==> src/rtl/vpf_pkg.sv <==
package vpf_pkg;
  localparam int CW     = 10;          // component sample width
  localparam int BUS_W  = 2 * CW;      // output lane count
  localparam int NW     = CW - 2;      // byte-wide component width
  localparam int RGB_W  = 8;           // RGB component width in DDR format
  localparam int HALF   = RGB_W / 2;
  localparam int DDR_W  = RGB_W + HALF; // lanes used per DDR half-word
  localparam int FMT_W  = 3;

  typedef enum logic [FMT_W-1:0] {
    FMT_SDR8  = 3'd0,
    FMT_SDR10 = 3'd1,
    FMT_SDR16 = 3'd2,
    FMT_SDR20 = 3'd3,
    FMT_DDR12 = 3'd4
  } fmt_e;

  // unknown codes fall back to the wide 20-lane layout
  function automatic fmt_e norm_fmt(input logic [FMT_W-1:0] code);
    case (code)
      3'd0:    norm_fmt = FMT_SDR8;
      3'd1:    norm_fmt = FMT_SDR10;
      3'd2:    norm_fmt = FMT_SDR16;
      3'd4:    norm_fmt = FMT_DDR12;
      default: norm_fmt = FMT_SDR20;
    endcase
  endfunction

  function automatic logic is_narrow(input fmt_e f);
    is_narrow = (f == FMT_SDR8) || (f == FMT_SDR10);
  endfunction
endpackage

==> src/rtl/vpf_seq.sv <==
// Stream acceptance, luma hold for interleaved formats, chroma phase
// and the line-boundary format latch.
module vpf_seq
  import vpf_pkg::*;
(
  input  logic             clk,
  input  logic             rst_n,
  input  logic             in_valid,
  input  logic             in_sol,
  input  logic [FMT_W-1:0] fmt_sel,
  input  logic [CW-1:0]    in_y,
  output logic             in_ready,
  output logic             accept,
  output logic             emit,
  output logic             y_phase,
  output logic             chroma_cr,
  output fmt_e             cur_fmt,
  output fmt_e             act_fmt,
  output logic [CW-1:0]    y_out
);
  logic          pend_q;
  logic [CW-1:0] y_hold_q;
  fmt_e          act_q;
  fmt_e          beat_fmt;
  logic          cr_next_q;

  assign in_ready = !pend_q;
  assign accept   = in_valid && in_ready;

  always_comb begin
    if (accept && in_sol) beat_fmt = norm_fmt(fmt_sel);
    else                  beat_fmt = act_q;
  end

  assign chroma_cr = in_sol ? 1'b0 : cr_next_q;

  always_ff @(posedge clk or negedge rst_n) begin
    if (!rst_n) begin
      pend_q    <= 1'b0;
      y_hold_q  <= '0;
      act_q     <= FMT_SDR8;
      cr_next_q <= 1'b0;
    end else if (accept) begin
      act_q     <= beat_fmt;
      cr_next_q <= !chroma_cr;
      pend_q    <= is_narrow(beat_fmt);
      y_hold_q  <= in_y;
    end else if (pend_q) begin
      pend_q <= 1'b0;
    end
  end

  assign emit    = accept || pend_q;
  assign y_phase = pend_q;
  assign cur_fmt = beat_fmt;
  assign act_fmt = act_q;
  assign y_out   = pend_q ? y_hold_q : in_y;
endmodule

==> src/rtl/vpf_lane_pack.sv <==
// Maps components onto output lanes for the current format.
module vpf_lane_pack
  import vpf_pkg::*;
(
  input  fmt_e             fmt,
  input  logic             emit,
  input  logic             y_phase,
  input  logic             chroma_cr,
  input  logic [CW-1:0]    y,
  input  logic [CW-1:0]    cb,
  input  logic [CW-1:0]    cr,
  output logic [BUS_W-1:0] rise_w,
  output logic [BUS_W-1:0] fall_w,
  output logic             is_ddr
);
  logic [CW-1:0]    chroma;
  logic [RGB_W-1:0] r8, g8, b8;

  assign chroma = chroma_cr ? cr : cb;
  assign r8     = cr[CW-1 -: RGB_W];
  assign g8     = y[CW-1 -: RGB_W];
  assign b8     = cb[CW-1 -: RGB_W];

  always_comb begin
    rise_w = '0;
    fall_w = '0;
    is_ddr = 1'b0;
    if (emit) begin
      case (fmt)
        FMT_SDR8: begin
          rise_w[NW-1:0] = y_phase ? y[CW-1 -: NW] : chroma[CW-1 -: NW];
        end
        FMT_SDR10: begin
          rise_w[CW-1:0] = y_phase ? y : chroma;
        end
        FMT_SDR16: begin
          rise_w[2*NW-1:NW] = y[CW-1 -: NW];
          rise_w[NW-1:0]    = chroma[CW-1 -: NW];
        end
        FMT_DDR12: begin
          is_ddr                      = 1'b1;
          rise_w[RGB_W-1:0]           = b8;
          rise_w[DDR_W-1:RGB_W]       = g8[HALF-1:0];
          fall_w[HALF-1:0]            = r8[HALF-1:0];
          fall_w[RGB_W-1:HALF]        = g8[RGB_W-1:HALF];
          fall_w[DDR_W-1:RGB_W]       = r8[RGB_W-1:HALF];
        end
        default: begin
          rise_w = {y, chroma};
        end
      endcase
    end
  end
endmodule

==> src/rtl/vpf_out_stage.sv <==
// Pipeline register plus the two launch phases of the output pins.
module vpf_out_stage
  import vpf_pkg::*;
#(
  parameter bit DDR_EN = 1'b1
) (
  input  logic             clk,
  input  logic             rst_n,
  input  logic [BUS_W-1:0] rise_w,
  input  logic [BUS_W-1:0] fall_w,
  input  logic             is_ddr,
  input  logic             de,
  input  logic             cr_tag,
  input  logic             hs,
  input  logic             vs,
  input  logic             fld,
  output logic [BUS_W-1:0] pix_bus,
  output logic             hs_o,
  output logic             vs_o,
  output logic             fld_o,
  output logic             s_de,
  output logic             s_cr
);
  logic [BUS_W-1:0] s_rise, s_fall, n_rise;
  logic             s_ddr, s_hs, s_vs, s_fld;
  logic [BUS_W-1:0] p_fall;
  logic             p_ddr;

  always_ff @(posedge clk or negedge rst_n) begin
    if (!rst_n) begin
      s_rise <= '0;
      s_fall <= '0;
      s_ddr  <= 1'b0;
      s_de   <= 1'b0;
      s_cr   <= 1'b0;
      s_hs   <= 1'b0;
      s_vs   <= 1'b0;
      s_fld  <= 1'b0;
    end else begin
      s_rise <= rise_w;
      s_fall <= fall_w;
      s_ddr  <= is_ddr;
      s_de   <= de;
      s_cr   <= cr_tag;
      s_hs   <= hs;
      s_vs   <= vs;
      s_fld  <= fld;
    end
  end

  // falling-edge launch: SDR data, rising half-word, sync pins
  always_ff @(negedge clk or negedge rst_n) begin
    if (!rst_n) begin
      n_rise <= '0;
      hs_o   <= 1'b0;
      vs_o   <= 1'b0;
      fld_o  <= 1'b0;
    end else begin
      n_rise <= s_rise;
      hs_o   <= s_hs;
      vs_o   <= s_vs;
      fld_o  <= s_fld;
    end
  end

  generate
    if (DDR_EN) begin : g_ddr
      // rising-edge launch of the falling half-word
      always_ff @(posedge clk or negedge rst_n) begin
        if (!rst_n) begin
          p_fall <= '0;
          p_ddr  <= 1'b0;
        end else begin
          p_fall <= s_fall;
          p_ddr  <= s_ddr;
        end
      end
    end else begin : g_sdr_only
      assign p_fall = '0;
      assign p_ddr  = 1'b0;
    end
  endgenerate

  assign pix_bus = (!clk && p_ddr) ? p_fall : n_rise;
endmodule

==> src/rtl/vid_pix_fmt.sv <==
module vid_pix_fmt
  import vpf_pkg::*;
#(
  parameter bit DDR_EN = 1'b1
) (
  input  logic             clk,
  input  logic             rst_n,
  input  logic [FMT_W-1:0] fmt_sel,
  input  logic             de_sel,
  input  logic             in_valid,
  output logic             in_ready,
  input  logic             in_sol,
  input  logic [CW-1:0]    in_y,
  input  logic [CW-1:0]    in_cb,
  input  logic [CW-1:0]    in_cr,
  input  logic             in_hs,
  input  logic             in_vs,
  input  logic             in_field,
  output logic [BUS_W-1:0] pix_bus,
  output logic             hs_o,
  output logic             vs_o,
  output logic             fld_de_o
);
  logic             accept_w, emit_w, y_phase_w, chroma_cr_w;
  fmt_e             cur_fmt_w, act_fmt_w;
  logic [CW-1:0]    y_w;
  logic [BUS_W-1:0] rise_w, fall_w;
  logic             is_ddr_w, s_de_w, s_cr_w, narrow_w;

  vpf_seq u_seq (
    .clk(clk), .rst_n(rst_n), .in_valid(in_valid), .in_sol(in_sol),
    .fmt_sel(fmt_sel), .in_y(in_y), .in_ready(in_ready),
    .accept(accept_w), .emit(emit_w), .y_phase(y_phase_w),
    .chroma_cr(chroma_cr_w), .cur_fmt(cur_fmt_w), .act_fmt(act_fmt_w),
    .y_out(y_w)
  );

  vpf_lane_pack u_pack (
    .fmt(cur_fmt_w), .emit(emit_w), .y_phase(y_phase_w),
    .chroma_cr(chroma_cr_w), .y(y_w), .cb(in_cb), .cr(in_cr),
    .rise_w(rise_w), .fall_w(fall_w), .is_ddr(is_ddr_w)
  );

  assign narrow_w = is_narrow(cur_fmt_w);

  vpf_out_stage #(.DDR_EN(DDR_EN)) u_out (
    .clk(clk), .rst_n(rst_n), .rise_w(rise_w), .fall_w(fall_w),
    .is_ddr(is_ddr_w), .de(emit_w),
    .cr_tag(emit_w && !y_phase_w && chroma_cr_w),
    .hs(in_hs), .vs(in_vs), .fld(de_sel ? emit_w : in_field),
    .pix_bus(pix_bus), .hs_o(hs_o), .vs_o(vs_o), .fld_o(fld_de_o),
    .s_de(s_de_w), .s_cr(s_cr_w)
  );
endmodule

==> config.mk <==
export PLATFORM = sky130hd
export DESIGN_NAME = vid_pix_fmt
export DESIGN_NICKNAME = d
export VERILOG_FILES = /design/src/rtl/vpf_pkg.sv /design/src/rtl/vpf_seq.sv /design/src/rtl/vpf_lane_pack.sv /design/src/rtl/vpf_out_stage.sv /design/src/rtl/vid_pix_fmt.sv
export SDC_FILE = /design/constraint.sdc
export NUM_CORES = 1
export LEC_CHECK = 0
export BUFFER_PORTS_ARGS = -buffer_cell sky130_fd_sc_hd__clkbuf_2
export CAP_MARGIN = 20
export CORE_ASPECT_RATIO = 1.1
export CORE_MARGIN = 2
export CORE_UTILIZATION = 40
export DETAILED_ROUTE_END_ITERATION = 12
export PLACE_DENSITY = 0.59
export SETUP_SLACK_MARGIN = 0.05
export SKIP_LAST_GASP = 1
export SYNTH_ARGS = -nofsm -noshare
export SYNTH_HDL_FRONTEND = slang
export SYNTH_SLANG_ARGS = --single-unit
==> constraint.sdc <==
create_clock -name clk -period 4.6 [get_ports clk]
set_input_delay 0.92 -clock clk [delete_from_list [all_inputs] [get_ports clk]]
set_output_delay 0.92 -clock clk [all_outputs]
set_load 0.02 [all_outputs]
======== Word level (Yosys, flattened, before mapping) ========
Cells that the tools add are included.
storage, ports and cells
  memory bits (writable) .................. 0
  memory bits (read-only) ................. 0
  output and inout bits ................... 24
  bits of input ports ..................... 41
  bits in latches ......................... 0
  memories kept ........................... 0
  register bits after elaboration ......... 87
  word-level logic and storage cells ...... 56
cells by class
  bitwise logic cells ..................... 0
  add/subtract/negate cells ............... 0
  multiplexer cells ....................... 20
  eq/ne operators ......................... 6
  reduce and logical (&&, ||, !) cells .... 14
  $mul .................................... 0
  $lt $le $gt $ge ......................... 0
  shift operators ......................... 0
  divide/modulo/power cells ............... 0
operators by type and width
  operator                                                               number
  20-bit 2-to-1 mux                                                      2
  8-bit case mux with 4 select lines                                     1
  10-bit 2-to-1 mux                                                      3
  12-bit 2-to-1 mux                                                      2
  3-bit case mux with 4 select lines                                     1
  8-bit 2-to-1 mux                                                       1
  4-bit case mux with 2 select lines                                     1
  3-bit by 1-bit equality test with 1-bit output, second input constant  2
  3-bit by 2-bit equality test with 1-bit output, second input constant  2
  3-bit equality test, second input constant                             2
  3-bit logical NOT                                                      2
  2-bit case mux with 3 select lines                                     1
  1-bit 2-to-1 mux                                                       5
  4-bit 2-to-1 mux                                                       1
  2-bit case mux with 2 select lines                                     1
  2-bit OR reduction                                                     2
  4-bit OR reduction                                                     1
  1-bit logical AND                                                      3
  1-bit logical NOT                                                      3
  3-bit 2-to-1 mux                                                       1
  3-bit OR reduction                                                     1
  1-bit logical OR                                                       2

======== Depth between registers and ports, before layout ========
  depth after elaboration ................. 8
  depth in mapped cells ................... 8
  gate-level depth less buffers ........... 7

======== By module ========
From an unflattened synthesis, not the netlist that was laid out.
unflattened totals
  cells, all modules ...................... 322
  area total of the unflattened synthesis .. 4405.5 µm²
modules (own cells, without submodules)
  module         times used  cells an instance  sequential area each (µm²)  area each (µm²)
  vpf_out_stage  1           113                2252.2                      2588.7
  vpf_lane_pack  1           147                0.0                         997.2
  vpf_seq        1           60                 375.4                       795.8
  vid_pix_fmt    1           2                  0.0                         23.8

==> results.py <==
metrics = {
    "routing": {
        "drt-total-wl_mm": 9.08,
        "drtPass1Iterations": 4,
        "drt-initial-drc-count": 225,
        "vias_per_cell": 5.36,
        "vias": 2829,
        "drc": 0,
        "ant_nets": 0,
        "wl_per_cell_um": 17.2,
    },
    "worst_setup_path": {
        "critPathArrivalTime_ps": 3530,
        "r2r_start": "u_seq.y_phase",
        "worst_setup_path_start_kind": "register",
        "cp_max_fo": 1,
        "end_kind": "primary output",
        "reg2reg_to": "u_out.s_rise[3]",
        "required_ps": 3680,
        "critical_path_class": "reg2out",
        "reg2reg_depth": 5,
        "r2r_setup_slack_ps": 1470,
    },
    "floorplan": {
        "dieArea_um2": 10300,
        "rows": 37,
        "coreArea_um2": 9310,
        "ios": 65,
        "die_h_um": 106,
        "dieWidth_um": 96.8,
        "initial_core_util_pct": 40.7,
    },
    "power_and_ir_drop": {
        "sw_frac_of_total_pct": 32.2,
        "seqPwrFrac_pct": 43.0,
        "power_mw": 2.17,
        "p_sw_mw": 0.701,
        "power.internal_mw": 1.47,
        "power_density_nw_per_um2": 456,
        "peakVddDrop_mv": 0.225,
        "clockPowerShare_pct": 38.9,
        "p_leak_nw": 2.35,
        "comb_power_share_pct": 18.1,
    },
    "placement": {
        "hpwl_mm": 6.54,
        "portBuffers": 64,
        "place_congestion": 0.922,
    },
    "hold_path": {
        "hold_depth": 0,
        "min_path_type": "reg2reg",
        "min-delay-start": "u_out.s_fall[3]",
        "min_to": "u_out.p_fall[3]",
    },
    "finish": {
        "drive_gt1_share_pct": 32.8,
        "layout.nets": 446,
        "syn_to_final_growth_pct": 25.9,
        "diodes": 0,
    },
    "sta": {
        "final.setup.tns_ps": 0,
        "max-slew-margin-rel_pct": 36.8,
        "fin_skew_ps": 8.78,
        "worstMarginPinSlew_ps": 948,
        "rsz0062_at_grt": "no",
        "slew_violations": 0,
        "setup_violations": 0,
        "finalHoldViolCount": 0,
    },
    "yosys": {
        "ys_seq_area_share_pct": 57.5,
        "synthCells": 325,
        "ys_warn_count": 0,
        "synth_area_um2": 3790,
        "yosysUniqueCellTypes": 49,
        "synth_edf_count": 0,
        "ys.flop_type": "dfrtp_1",
        "syn_nets": 366,
        "postSynthRegisterBits": 87,
        "syn_area_per_cell_um2": 11.7,
        "async_flop_share_pct": 100,
    },
    "global_route": {
        "grt.total_usage_pct": 18.7,
        "grt_max_degree": 56,
        "grt_first_pass_wirelength_mm": 14.7,
        "overflow": 0,
        "antenna_found_initial": 0,
        "first_global_vias": 2985,
    },
    "outcome": {
        "outcome": "finished clean",
    },
    "clock_tree": {
        "cts_tree": "yes",
        "path_clk_slew_ps": 80,
        "clk_latency_ps": 460,
    },
    "flow_run": {
        "drv_cap": 0,
    },
}
==> per-layer routing <==
metal	vias to the layer above	global-route usage [%]	wire length, um
met5	-	0	0
met4	0	11.5	240
met3	21	8.09	656
met2	115	26.8	4340
met1	1370	23.4	3850
li1	1323	-	-
==> how the worst max path moves through the flow <==
stage	from	end	slack, ps	cells after the start
2_1_floorplan	clk	pix_bus[0]	490	3
3_5_place_dp	clk	pix_bus[0]	0.3	3
4_1_cts	clk	pix_bus[11]	140	8
5_1_grt	clk	pix_bus[10]	120	8
3_3_place_gp	clk	pix_bus[0]	0.3	3
6_report	u_out.n_rise[10]	pix_bus[10]	150	2
==> cells by family after synthesis <==
kind of cell,after synthesis,synth area share (%)
flops,87,57.5
simple gates,121,16.4
compound gates,62,12.2
buf+inv,17,2.15
mux,38,11.8
==> worst max-delay path: stages (launching register included) <==
cell,delay [ps]
dfrtn_1,340
mux2_4,280
clkbuf_8,150
==> flip-flops by register name (all words and copies together) (netlist names), 3 cells and up <==
register        flops
u_out.n_rise       20
u_out.s_rise       20
u_out.p_fall       12
u_out.s_fall       12
u_seq.y_hold_q     10
u_seq.act_fmt       3
==> synth_stat cells, types with 6 or more instances <==
master | n | area (um2)
nand2_1 | 44 | 165
dfrtp_1 | 64 | 1600
dfrtn_1 | 23 | 576
mux2_2 | 18 | 203
a211oi_1 | 10 | 75.1
nor2b_1 | 16 | 100
nor2_1 | 28 | 105
and2_1 | 12 | 75.1
o22ai_1 | 6 | 37.5
a21oi_1 | 13 | 65.1
clkbuf_1 | 7 | 26.3
mux2i_1 | 15 | 150
==> area by class of cell <==
cell class / instances / area [um2]
Sequential cell: 87 / 2180
Inverter: 5 / 21.3
Timing Repair Buffer: 49 / 260
Fill cell: 851 / 4540
Clock inverter: 7 / 65.1
Tap cell: 117 / 146
Multi-Input combinational cell: 221 / 1580
Clock buffer: 42 / 517
==> cell usage in the layout (no fill, tap or decap), types with 3 or more instances in the layout <==
master     netlist  layout
dfrtp_1         64      64
dfrtn_1         23      23
a21oi_1         13      13
nor2b_1         16      15
o22ai_1          6       6
mux2_4           1      13
a311oi_1         4       4
buf_4            1      10
nand2_1         44      44
a21o_1           5       5
clkbuf_16        0       3
o31ai_1          3       3
a211oi_1        10      10
or2_2            3       3
and2_1          12      12
and3b_1          3       3
clkbuf_2         0      51
nor2_1          28      28
mux2_2          18       6
o21ai_0          5       5
clkbuf_8         0      27
mux2i_1         15      15
==> power groups by stage <==
stage                     sequential, mW  combinational (mW)  clock [mW]
after global placement             0.946               0.386       0.130
after floorplan                    0.926               0.273      0.0978
final                              0.936               0.393       0.845
after global routing               0.949               0.430       0.914
after CTS                          0.936               0.390       0.870
after detailed placement           0.950               0.388       0.130
==> per-stage QoR <==
step	instances	utilization (%)	setup slack, ps	hold WS [ps]	instance area, um2
6_report	528	51.2	149	354	4770
3_3_place_gp	499	45.5	0.271	331	4230
4_1_cts	528	51.2	143	354	4770
2_1_floorplan	325	-	487	331	3790
3_5_place_dp	499	45.5	0.271	335	4230
5_1_grt	528	51.2	118	353	4770
==> timing repair <==
item                                    CTS  global route
gates resized for setup                  39             0
hold buffers                              0             0
buffers inserted                          4             0
endpoints found under the setup margin   20             0
Note: power is estimated with default switching activity, not from simulation.
